### src/rtl/dtmf_cls_pkg.sv
package dtmf_cls_pkg;

    typedef enum logic [1:0] {
        TRK_IDLE = 2'd0,
        TRK_HUNT = 2'd1,
        TRK_LOCK = 2'd2
    } trk_state_e;

    // Nominal tone in Hz; group 0 is the low band, group 1 the high band.
    function automatic longint tone_hz(input bit high_grp, input int idx);
        longint f;
        case ({high_grp, idx[1:0]})
            3'b000:  f = 697;
            3'b001:  f = 770;
            3'b010:  f = 852;
            3'b011:  f = 941;
            3'b100:  f = 1209;
            3'b101:  f = 1336;
            3'b110:  f = 1477;
            default: f = 1633;
        endcase
        return f;
    endfunction

    // Shortest accepted period count (ceiling).
    function automatic longint win_lo(input longint clk_hz, input longint f, input longint tol_pm);
        longint num;
        longint den;
        num = clk_hz * 1000;
        den = f * (1000 + tol_pm);
        return (num + den - 1) / den;
    endfunction

    // Longest accepted period count (floor).
    function automatic longint win_hi(input longint clk_hz, input longint f, input longint tol_pm);
        return (clk_hz * 1000) / (f * (1000 - tol_pm));
    endfunction

    // Keypad code from row (low band) and column (high band).
    function automatic logic [3:0] key_of(input logic [1:0] row, input logic [1:0] col);
        logic [3:0] k;
        if (col == 2'd3) begin
            case (row)
                2'd0:    k = 4'd13;
                2'd1:    k = 4'd14;
                2'd2:    k = 4'd15;
                default: k = 4'd0;
            endcase
        end else if (row == 2'd3) begin
            case (col)
                2'd0:    k = 4'd11;
                2'd1:    k = 4'd10;
                default: k = 4'd12;
            endcase
        end else begin
            k = 4'(row * 3 + col + 1);
        end
        return k;
    endfunction

endpackage

### src/rtl/dtmf_window_bank.sv
module dtmf_window_bank
    import dtmf_cls_pkg::*;
#(
    parameter longint CLK_HZ   = 3579545,
    parameter int     TOL_PM   = 25,
    parameter bit     HIGH_GRP = 1'b0,
    parameter int     CW       = 13
) (
    input  logic [CW-1:0] period,
    output logic          hit,
    output logic [1:0]    bin
);

    localparam int NWIN = 4;

    logic [NWIN-1:0] in_win;

    for (genvar k = 0; k < NWIN; k++) begin : g_win
        localparam longint F_HZ = tone_hz(HIGH_GRP, k);
        localparam longint P_LO = win_lo(CLK_HZ, F_HZ, TOL_PM);
        localparam longint P_HI = win_hi(CLK_HZ, F_HZ, TOL_PM);
        assign in_win[k] = (longint'(period) >= P_LO) && (longint'(period) <= P_HI);
    end

    always_comb begin
        hit = |in_win;
        bin = 2'd0;
        for (int i = NWIN - 1; i >= 0; i--) begin
            if (in_win[i]) bin = 2'(i);
        end
    end

endmodule

### src/rtl/dtmf_group_tracker.sv
module dtmf_group_tracker
    import dtmf_cls_pkg::*;
#(
    parameter longint CLK_HZ   = 3579545,
    parameter int     TOL_PM   = 25,
    parameter bit     HIGH_GRP = 1'b0,
    parameter int     LOCK_RUN = 4,
    parameter int     SPAN_PCT = 120
) (
    input  logic       clk,
    input  logic       rst,
    input  logic       sq,
    output logic       valid,
    output logic [1:0] bin
);

    localparam longint TIMEOUT = (CLK_HZ * SPAN_PCT) / (tone_hz(1'b0, 0) * 100);
    localparam int     CW      = $clog2(TIMEOUT + 2);
    localparam int     RW      = $clog2(LOCK_RUN + 1);
    localparam logic [CW-1:0] CNT_MAX  = {CW{1'b1}};
    localparam logic [CW-1:0] TMO_CNT  = CW'(TIMEOUT);
    localparam logic [RW:0]   RUN_GOAL = (RW + 1)'(LOCK_RUN);

    trk_state_e      state_q, state_d;
    logic            sq_q;
    logic            rise;
    logic [CW-1:0]   cnt_q;
    logic [RW-1:0]   run_q, run_d;
    logic [1:0]      bin_q, bin_d;
    logic            hit;
    logic [1:0]      win_bin;
    logic [RW:0]     run_up, run_cand;
    logic            same_win;
    logic            silent;

    dtmf_window_bank #(
        .CLK_HZ   (CLK_HZ),
        .TOL_PM   (TOL_PM),
        .HIGH_GRP (HIGH_GRP),
        .CW       (CW)
    ) u_win (
        .period (cnt_q),
        .hit    (hit),
        .bin    (win_bin)
    );

    assign rise   = sq & ~sq_q;
    assign silent = !rise && (cnt_q >= TMO_CNT);

    // State register
    always_ff @(posedge clk) begin
        if (rst) state_q <= TRK_IDLE;
        else     state_q <= state_d;
    end

    // Next state and run bookkeeping
    always_comb begin
        state_d  = state_q;
        run_d    = run_q;
        bin_d    = bin_q;
        same_win = (run_q != '0) && (win_bin == bin_q);
        run_up   = {1'b0, run_q} + 1'b1;
        if (!same_win)             run_cand = (RW + 1)'(1);
        else if (run_up > RUN_GOAL) run_cand = RUN_GOAL;
        else                        run_cand = run_up;
        unique case (state_q)
            TRK_IDLE: begin
                run_d = '0;
                if (rise) state_d = TRK_HUNT;
            end
            TRK_HUNT, TRK_LOCK: begin
                if (rise) begin
                    if (!hit) begin
                        run_d   = '0;
                        state_d = TRK_HUNT;
                    end else begin
                        run_d   = run_cand[RW-1:0];
                        bin_d   = win_bin;
                        state_d = (run_cand >= RUN_GOAL) ? TRK_LOCK : TRK_HUNT;
                    end
                end else if (silent) begin
                    run_d   = '0;
                    state_d = TRK_IDLE;
                end
            end
            default: state_d = TRK_IDLE;
        endcase
    end

    // Period counter and datapath registers
    always_ff @(posedge clk) begin
        if (rst) begin
            sq_q  <= 1'b0;
            cnt_q <= '0;
            run_q <= '0;
            bin_q <= 2'd0;
        end else begin
            sq_q  <= sq;
            run_q <= run_d;
            bin_q <= bin_d;
            if (rise)                cnt_q <= CW'(1);
            else if (cnt_q != CNT_MAX) cnt_q <= cnt_q + 1'b1;
        end
    end

    // Outputs
    always_comb begin
        valid = (state_q == TRK_LOCK);
        bin   = bin_q;
    end

    p_lock_on_edge_r3: assert property (@(posedge clk) disable iff (rst)
        $rose(valid) |-> $past(rise));

    p_miss_drops_r4: assert property (@(posedge clk) disable iff (rst)
        (rise && !hit) |=> !valid);

    p_silence_drops_r5: assert property (@(posedge clk) disable iff (rst)
        (!rise && cnt_q >= TMO_CNT) |=> !valid);

    p_no_overflow_r11: assert property (@(posedge clk) disable iff (rst)
        (!rise && cnt_q == CNT_MAX) |=> (cnt_q == CNT_MAX));

endmodule

### src/rtl/dtmf_key_encoder.sv
module dtmf_key_encoder
    import dtmf_cls_pkg::*;
(
    input  logic       clk,
    input  logic       rst,
    input  logic       lo_valid,
    input  logic [1:0] lo_bin,
    input  logic       hi_valid,
    input  logic [1:0] hi_bin,
    input  logic       inhibit,
    output logic       est,
    output logic [3:0] key_code
);

    logic letter;

    always_comb begin
        letter = (hi_bin == 2'd3);
        est    = lo_valid && hi_valid && !(inhibit && letter);
    end

    always_ff @(posedge clk) begin
        if (rst)      key_code <= 4'd0;
        else if (est) key_code <= key_of(lo_bin, hi_bin);
    end

    p_code_hold_r9: assert property (@(posedge clk) disable iff (rst)
        !$past(est) |-> $stable(key_code));

    p_inhibit_no_letter_r8: assert property (@(posedge clk) disable iff (rst)
        (inhibit && est) |=> (key_code != 4'd0 && key_code < 4'd13));

    p_reset_clears_r10: assert property (@(posedge clk)
        rst |=> (key_code == 4'd0 && !est));

endmodule

### src/rtl/dtmf_pair_classifier.sv
module dtmf_pair_classifier
    import dtmf_cls_pkg::*;
#(
    parameter longint CLK_HZ   = 3579545,
    parameter int     TOL_PM   = 25,
    parameter int     LOCK_RUN = 4,
    parameter int     SPAN_PCT = 120
) (
    input  logic       clk,
    input  logic       rst,
    input  logic       lo_sq,
    input  logic       hi_sq,
    input  logic       inhibit,
    output logic       est,
    output logic [3:0] key_code
);

    localparam int NGRP = 2;

    logic [NGRP-1:0] grp_valid;
    logic [1:0]      grp_bin [NGRP];
    logic [NGRP-1:0] grp_sq;

    assign grp_sq = {hi_sq, lo_sq};

    for (genvar g = 0; g < NGRP; g++) begin : g_grp
        dtmf_group_tracker #(
            .CLK_HZ   (CLK_HZ),
            .TOL_PM   (TOL_PM),
            .HIGH_GRP (g == 1),
            .LOCK_RUN (LOCK_RUN),
            .SPAN_PCT (SPAN_PCT)
        ) u_trk (
            .clk   (clk),
            .rst   (rst),
            .sq    (grp_sq[g]),
            .valid (grp_valid[g]),
            .bin   (grp_bin[g])
        );
    end

    dtmf_key_encoder u_enc (
        .clk      (clk),
        .rst      (rst),
        .lo_valid (grp_valid[0]),
        .lo_bin   (grp_bin[0]),
        .hi_valid (grp_valid[1]),
        .hi_bin   (grp_bin[1]),
        .inhibit  (inhibit),
        .est      (est),
        .key_code (key_code)
    );

endmodule

### config.mk
export PLATFORM = sky130hd
export DESIGN_NAME = dtmf_pair_classifier
export DESIGN_NICKNAME = d
export VERILOG_FILES = /design/src/rtl/dtmf_cls_pkg.sv /design/src/rtl/dtmf_window_bank.sv /design/src/rtl/dtmf_group_tracker.sv /design/src/rtl/dtmf_key_encoder.sv /design/src/rtl/dtmf_pair_classifier.sv
export SDC_FILE = /design/constraint.sdc
export NUM_CORES = 1
export LEC_CHECK = 0
export CELL_PAD_IN_SITES_DETAIL_PLACEMENT = 0
export CELL_PAD_IN_SITES_GLOBAL_PLACEMENT = 1
export CORE_UTILIZATION = 47
export DETAILED_ROUTE_END_ITERATION = 7
export PLACE_DENSITY_LB_ADDON = 0.12
export SYNTH_ARGS = -nofsm -noshare
export SYNTH_HDL_FRONTEND = slang
export SYNTH_SLANG_ARGS = --single-unit
### constraint.sdc
create_clock -name clk -period 3 [get_ports clk]
set_clock_uncertainty 0.15 [all_clocks]
set_input_delay 0.75 -clock clk [delete_from_list [all_inputs] [get_ports clk]]
set_output_delay 0.75 -clock clk [all_outputs]
set_load 0.01 [all_outputs]
==> Yosys cells after proc, flatten, opt, wreduce, memory -nomap -nowiden <==
Cells that the tools add are included.
{ "word_totals": {"input_bits": 5, "ff_bits": 46, "elab_cells": 143} }
{ "classes": {"eq_ne": 17, "add_sub_neg": 6, "reduce_logical": 40, "mul": 1, "n_bitwise": 4, "muxes": 40, "magnitude_cmp": 22} }
{ "ops": {"columns": ["cell", "n"], "rows": [
  ["greater-or-equal comparator 13 x 12 -> 1 bit (second input constant)", 5],
  ["greater-or-equal comparator 13 bit (second input constant)", 5],
  ["<= comparator 13 x 12 -> 1 bit (second input constant)", 5],
  ["<= comparator 13 bit (second input constant)", 3],
  ["2-to-1 mux 2 bit", 18],
  ["adder 13 x 1 -> 13 bit (second input constant)", 2],
  ["!= test 13 bit (second input constant)", 2],
  ["2-to-1 mux 4 bit", 6],
  ["2-to-1 mux 3 bit", 6],
  ["one-hot mux 3 bit (2 select lines)", 3],
  ["logical AND 1 bit", 15],
  ["one-hot mux 4 bit (3 select lines)", 1],
  ["equality test 2 bit (second input constant)", 5],
  ["adder 3 x 1 -> 4 bit (second input constant)", 2],
  ["equality test 2 x 1 -> 1 bit (second input constant)", 4],
  ["greater-or-equal comparator 4 x 3 -> 1 bit (second input constant)", 2],
  ["> comparator 4 x 3 -> 1 bit (second input constant)", 2],
  ["zero test 2 bit", 4],
  ["one-hot mux 2 bit (2 select lines)", 2],
  ["AND reduction 2 bit", 4],
  ["nonzero test 2 bit", 4],
  ["OR reduction 2 bit", 4],
  ["OR reduction 4 bit", 2],
  ["!= test 3 x 1 -> 1 bit (second input constant)", 2],
  ["other kinds (11)", 22]
]} }

==> Longest topological paths before layout <==
{ "depth": {"depth_word": 14, "ltp_mapped": 10} }

==> By module <==
From an unflattened synthesis, not the netlist that was laid out.
{ "hier_totals": {"hier_cells": 397, "hier_area_um2": 3380.7} }
{ "by_module_without_submodules": {"columns": ["mod", "area_each_um2", "n_inst", "cells_each", "seq_area_each_um2"], "rows": [
  ["dtmf_group_tracker", 1201.2, 2, 136, 420.4],
  ["dtmf_key_encoder", 455.4, 1, 47, 80.1],
  ["dtmf_window_bank at g_grp[1].u_trk.u_win", 302.8, 1, 45, 0.0],
  ["dtmf_window_bank at g_grp[0].u_trk.u_win", 220.2, 1, 33, 0.0]
]} }

==> Least setup slack after synthesis <==
OpenSTA, ideal clock, no wires.
{ "synth_timing": {"path_kind": "register -> register", "start": "register g_grp[0].u_trk.cnt_q[0]", "end": "register g_grp[0].u_trk.run_q[0]", "setup_slack_ns": 0.461, "arrival_ns": 2.272, "path_stages_with_launch": 9, "required_ns": 2.733, "path_cell_list": "dfxtp_1 > ha_1 > a2111o_1 > or4b_1 > o2111ai_2 > nand2_2 > o311ai_4 > nor3_1 > a32o_1"} }
{ "synth_via": {"elab_chain_cells": 12} }
{ "synth_rtl": {"columns": ["item", "line", "rtl"], "rows": [
  ["from (decl)", "dtmf_group_tracker.sv:27", "logic [CW-1:0] cnt_q;"],
  ["from (signal assigned)", "dtmf_group_tracker.sv:102", "else if (cnt_q != CNT_MAX) cnt_q <= cnt_q + 1'b1;"],
  ["greater-or-equal comparator 13 x 12 -> 1 bit or <= comparator 13 x 12 -> 1 bit (tied branches)", "dtmf_window_bank.sv:22", "assign in_win[k] = (longint'(period) >= P_LO) && (longint'(period) <= P_HI);"],
  ["logical AND 1 bit", "dtmf_window_bank.sv:22", null],
  ["2-to-1 mux 2 bit (4 in a row)", "dtmf_window_bank.sv:29", "if (in_win[i]) bin = 2'(i);"],
  ["equality test 2 bit", "dtmf_group_tracker.sv:61", "same_win = (run_q != '0) && (win_bin == bin_q);"],
  ["logical AND 1 bit", "dtmf_group_tracker.sv:61", null],
  ["2-to-1 mux 4 bit", "dtmf_group_tracker.sv:63", "if (!same_win) run_cand = (RW + 1)'(1);"],
  ["2-to-1 mux 3 bit", "dtmf_group_tracker.sv:73", "if (!hit) begin"],
  ["2-to-1 mux 3 bit", "dtmf_group_tracker.sv:72", "if (rise) begin"],
  ["one-hot mux 3 bit (2 select lines)", "dtmf_group_tracker.sv:66", "unique case (state_q)"],
  ["to (signal assigned)", "dtmf_group_tracker.sv:99", "run_q <= run_d;"],
  ["to (decl)", "dtmf_group_tracker.sv:28", "logic [RW-1:0] run_q, run_d;"]
]} }
Several ways; a longest one is shown, not always the timed one.
A chain may end at the register's enable or synchronous reset.

==> Worst setup path after layout <==
{ "layout_timing": {"start": "input inhibit", "end": "output est"} }
{ "layout_via": {"elab_chain_cells": 3} }
{ "layout_rtl": {"columns": ["item", "line", "rtl"], "rows": [
  ["from (decl)", "dtmf_pair_classifier.sv:13", "input logic inhibit,"],
  ["logical AND 1 bit", "dtmf_key_encoder.sv:19", "est = lo_valid && hi_valid && !(inhibit && letter);"],
  ["zero test 1 bit", "dtmf_key_encoder.sv:19", null],
  ["logical AND 1 bit", "dtmf_key_encoder.sv:19", null],
  ["to (decl)", "dtmf_pair_classifier.sv:14", "output logic est,"]
]} }
Every way passes these cells.

==> run summary <==
Bufs on Longest Clock Path: 2
Final nets: 448
relative slew slack: 0.445
maxcap violations: 0
Final Non-Filler Cells: 512
design area: 3520 sq um
Die Area: 7400 sq um
Synth area leader: dfxtp_1
number of remaining DRC errors: 0
latest clock arrival within the worst-skew pair: 0.30 ns
core area: 6790 sq um
P_leak: 1.27 nW
GR Util met1: 0.263
row count: 30
Die Y-Extent: 86.0 um
H-tree levels: 2
GPL Wtd Cong: 0.828
CP Launch Type: primary input
first-pass GRT wire length: 12400 um
area delta synth->final: 6.07%
Initial Utilization: 0.488
First-pass DRT Iterations: 4
Synthesized Nets: 447
period utilization: 0.959
critical path arrival: 1.98 ns
syn avg cell area: 7.99 sq um
R2R depth: 8
final setup TNS: 0 ns
Ant. Diodes: 0
asr flop ratio synth: 0
post-layout min period: 2.88 ns
Seq cells post-synth: 46
largest net degree at the start of global routing: 15
P per Cell Area: 307 nW/um^2
Worst Hold Path EP: u_enc.key_code[0]$_SDFFE_PP0P_
Worst-Margin Slew: 0.812 ns
Worst setup EP type: primary output
Reg clk slew, reported paths: 0.08 ns
Hold Crit Class: flip-flop to flip-flop
Fin. Hold Viols: 0
share of layout cells above drive strength 1: 0.0745
Cells after DPL: 505
routed via count: 2898
starting DRC count in detailed routing: 133
vias per cell: 5.66
initial antenna violation count: 0
predominant post-synthesis flop cell: dfxtp_1
leading post-synthesis cells by cell area: dfxtp_1 (28%), ha_1 (9.4%), nor2_1 (5.7%)
worst-path fanout max: 4
Synth warnings: 0
Post-Synthesis Cell Area: 3320 sq um
GR Util All Layers: 0.205
TritonCTS buffer count: 5
sequential area share after synthesis: 0.278
met2 Resource Use GR: 0.356
width of the die: 86.0 um
# IOs: 10
WS Path Type: primary input to primary output
drt total wl: 7030 um
CTS Sinks: 46
post-place instance area: 3440 sq um
dpl hpwl: 5260 um
Clk Tree Root Cell: clkbuf_8
unrepaired setup endpoints after global routing: no
CTS tree: done
status: finished clean
Worst Hold Path Cells: 2
Routed WL per cell: 13.7 um
Worst R2R Start: g_grp[0].u_trk.cnt_q[0]$_SDFFE_PP0P_
antenna viol nets, final: 0
reg2reg end: g_grp[0].u_trk.run_q[1]$_SDFFE_PP0P_
endpoints failing setup: 0
vias in the first global route: 2698
IR Drop Worst-Case VDD: 0.000241 V
post-cts resize count: 0
Max Freq: 348 MHz
Slew Viols, Final: 0
Worst EP required: 2.10 ns
# hold bufs at CTS: 0
R2R setup slack: 0.26 ns
I/O Buffers: 9
met3 usage: 0.0318
Post-Synthesis Cells: 415
total grt overflow: 0
Yosys cell types: 76
grt peak-use layer: met2
final hold slack: 0.307 ns
Synth top area share: 0.278
post-CTS setup buffer count: 0
hold path start: u_enc.key_code[0]$_SDFFE_PP0P_
Post-synth EDFFs: 0
==> registers in the layout, summed over array words and instances (netlist names) <==
| register | flops |
|---|---|
| g_grp.u_trk.sq_q | 2 |
| g_grp.u_trk.run_q | 6 |
| u_enc.key_code | 4 |
| g_grp.u_trk.state_q | 4 |
| g_grp.u_trk.cnt_q | 26 |
| g_grp.u_trk.bin | 4 |
==> cells in the mapped netlist (all sizes together) (3+ instances only) <==
library cell and number:
o41ai 3, nor2b 5, inv 27, a31oi 8
clkbuf 13, o31ai 7, or3 5, nor3b 4
nand3 16, nand4b 3, nor4 4, a21oi 26
ha 25, nor2 50, o2111ai 3, nand2b 5
buf 9, nor3 8, a211oi 3, xor2 9
dfxtp 46, o32ai 3, o21ai 18, nand4 8
o22ai 4, nand2 37, o31a 3, xnor2 12
o211ai 7, nor4b 3
==> report_power, final <==
part	leakage, nW	total [mW]	internal, mW	switching (mW)
clock	0.0438	0.360	0.157	0.204
sequential	0.372	0.633	0.619	0.0138
combinational	0.858	0.0873	0.0357	0.0516
==> placed cells by master, fill, tap and decap left out, drive strengths merged, types with 12 or more instances in the layout <==
cell type,instances
o21ai,18
a21oi,26
xnor2,12
nor2,50
nand2,37
ha,25
dfxtp,46
nand3,16
inv,27
==> kinds of logic (layout without fill, tap and decap cells) <==
family          count (synthesis)  after routing  share of synthesized area
xor+xnor                       21             21                     0.0555
fa+ha+maj                      27             27                      0.106
flops                          46             46                      0.278
buf+inv                        51             52                     0.0773
compound gates                103            103                      0.219
simple gates                  165            165                      0.258
mux                             2              2                    0.00641
==> worst max-delay path by stage <==
stage	startpoint	slack, ns	end
after floorplan	g_grp[0].u_trk.cnt_q[0]$_SDFFE_PP0P_	0.46	g_grp[0].u_trk.run_q[0]$_SDFFE_PP0P_
after global placement	inhibit	0.15	est
after detailed placement	inhibit	0.11	est
after CTS	inhibit	0.11	est
after global routing	inhibit	0.03	est
final	inhibit	0.12	est
==> critical path, cell delays in order <==
cell and delay (ns):
clkdlybuf4s50_1 0.40, nand2_1 0.06, nand3_1 0.13, inv_1 0.10, clkdlybuf4s50_1 0.53
==> per-layer routing <==
layer / wire (um) / part of all wire / vias up
met3: 180 / 0.026 / 10
met1: 3360 / 0.48 / 1342
met2: 3400 / 0.48 / 51
li1: - / - / 1495
met4: 89 / 0.013 / 0
met5: 0 / 0 / -
==> area by class of cell <==
class	count	area (sq um)
repair buffers	18	158
well taps	96	120
inverters	27	101
flip-flops and latches	46	921
clock buffers	5	68.8
fillers	683	3280
clock inverters	2	10.0
multi-input cells	318	2140
==> stage by stage <==
step | setup WS [ns] | total power, mW | utilization
detailed placement | 0.114 | 0.735 | 0.506
global route | 0.0276 | 1.14 | 0.518
global placement | 0.147 | 0.734 | 0.506
floorplan | 0.461 | 0.710 | -
finish | 0.123 | 1.08 | 0.518
CTS | 0.107 | 1.10 | 0.518
No activity file was read; power rests on OpenSTA's default activity.
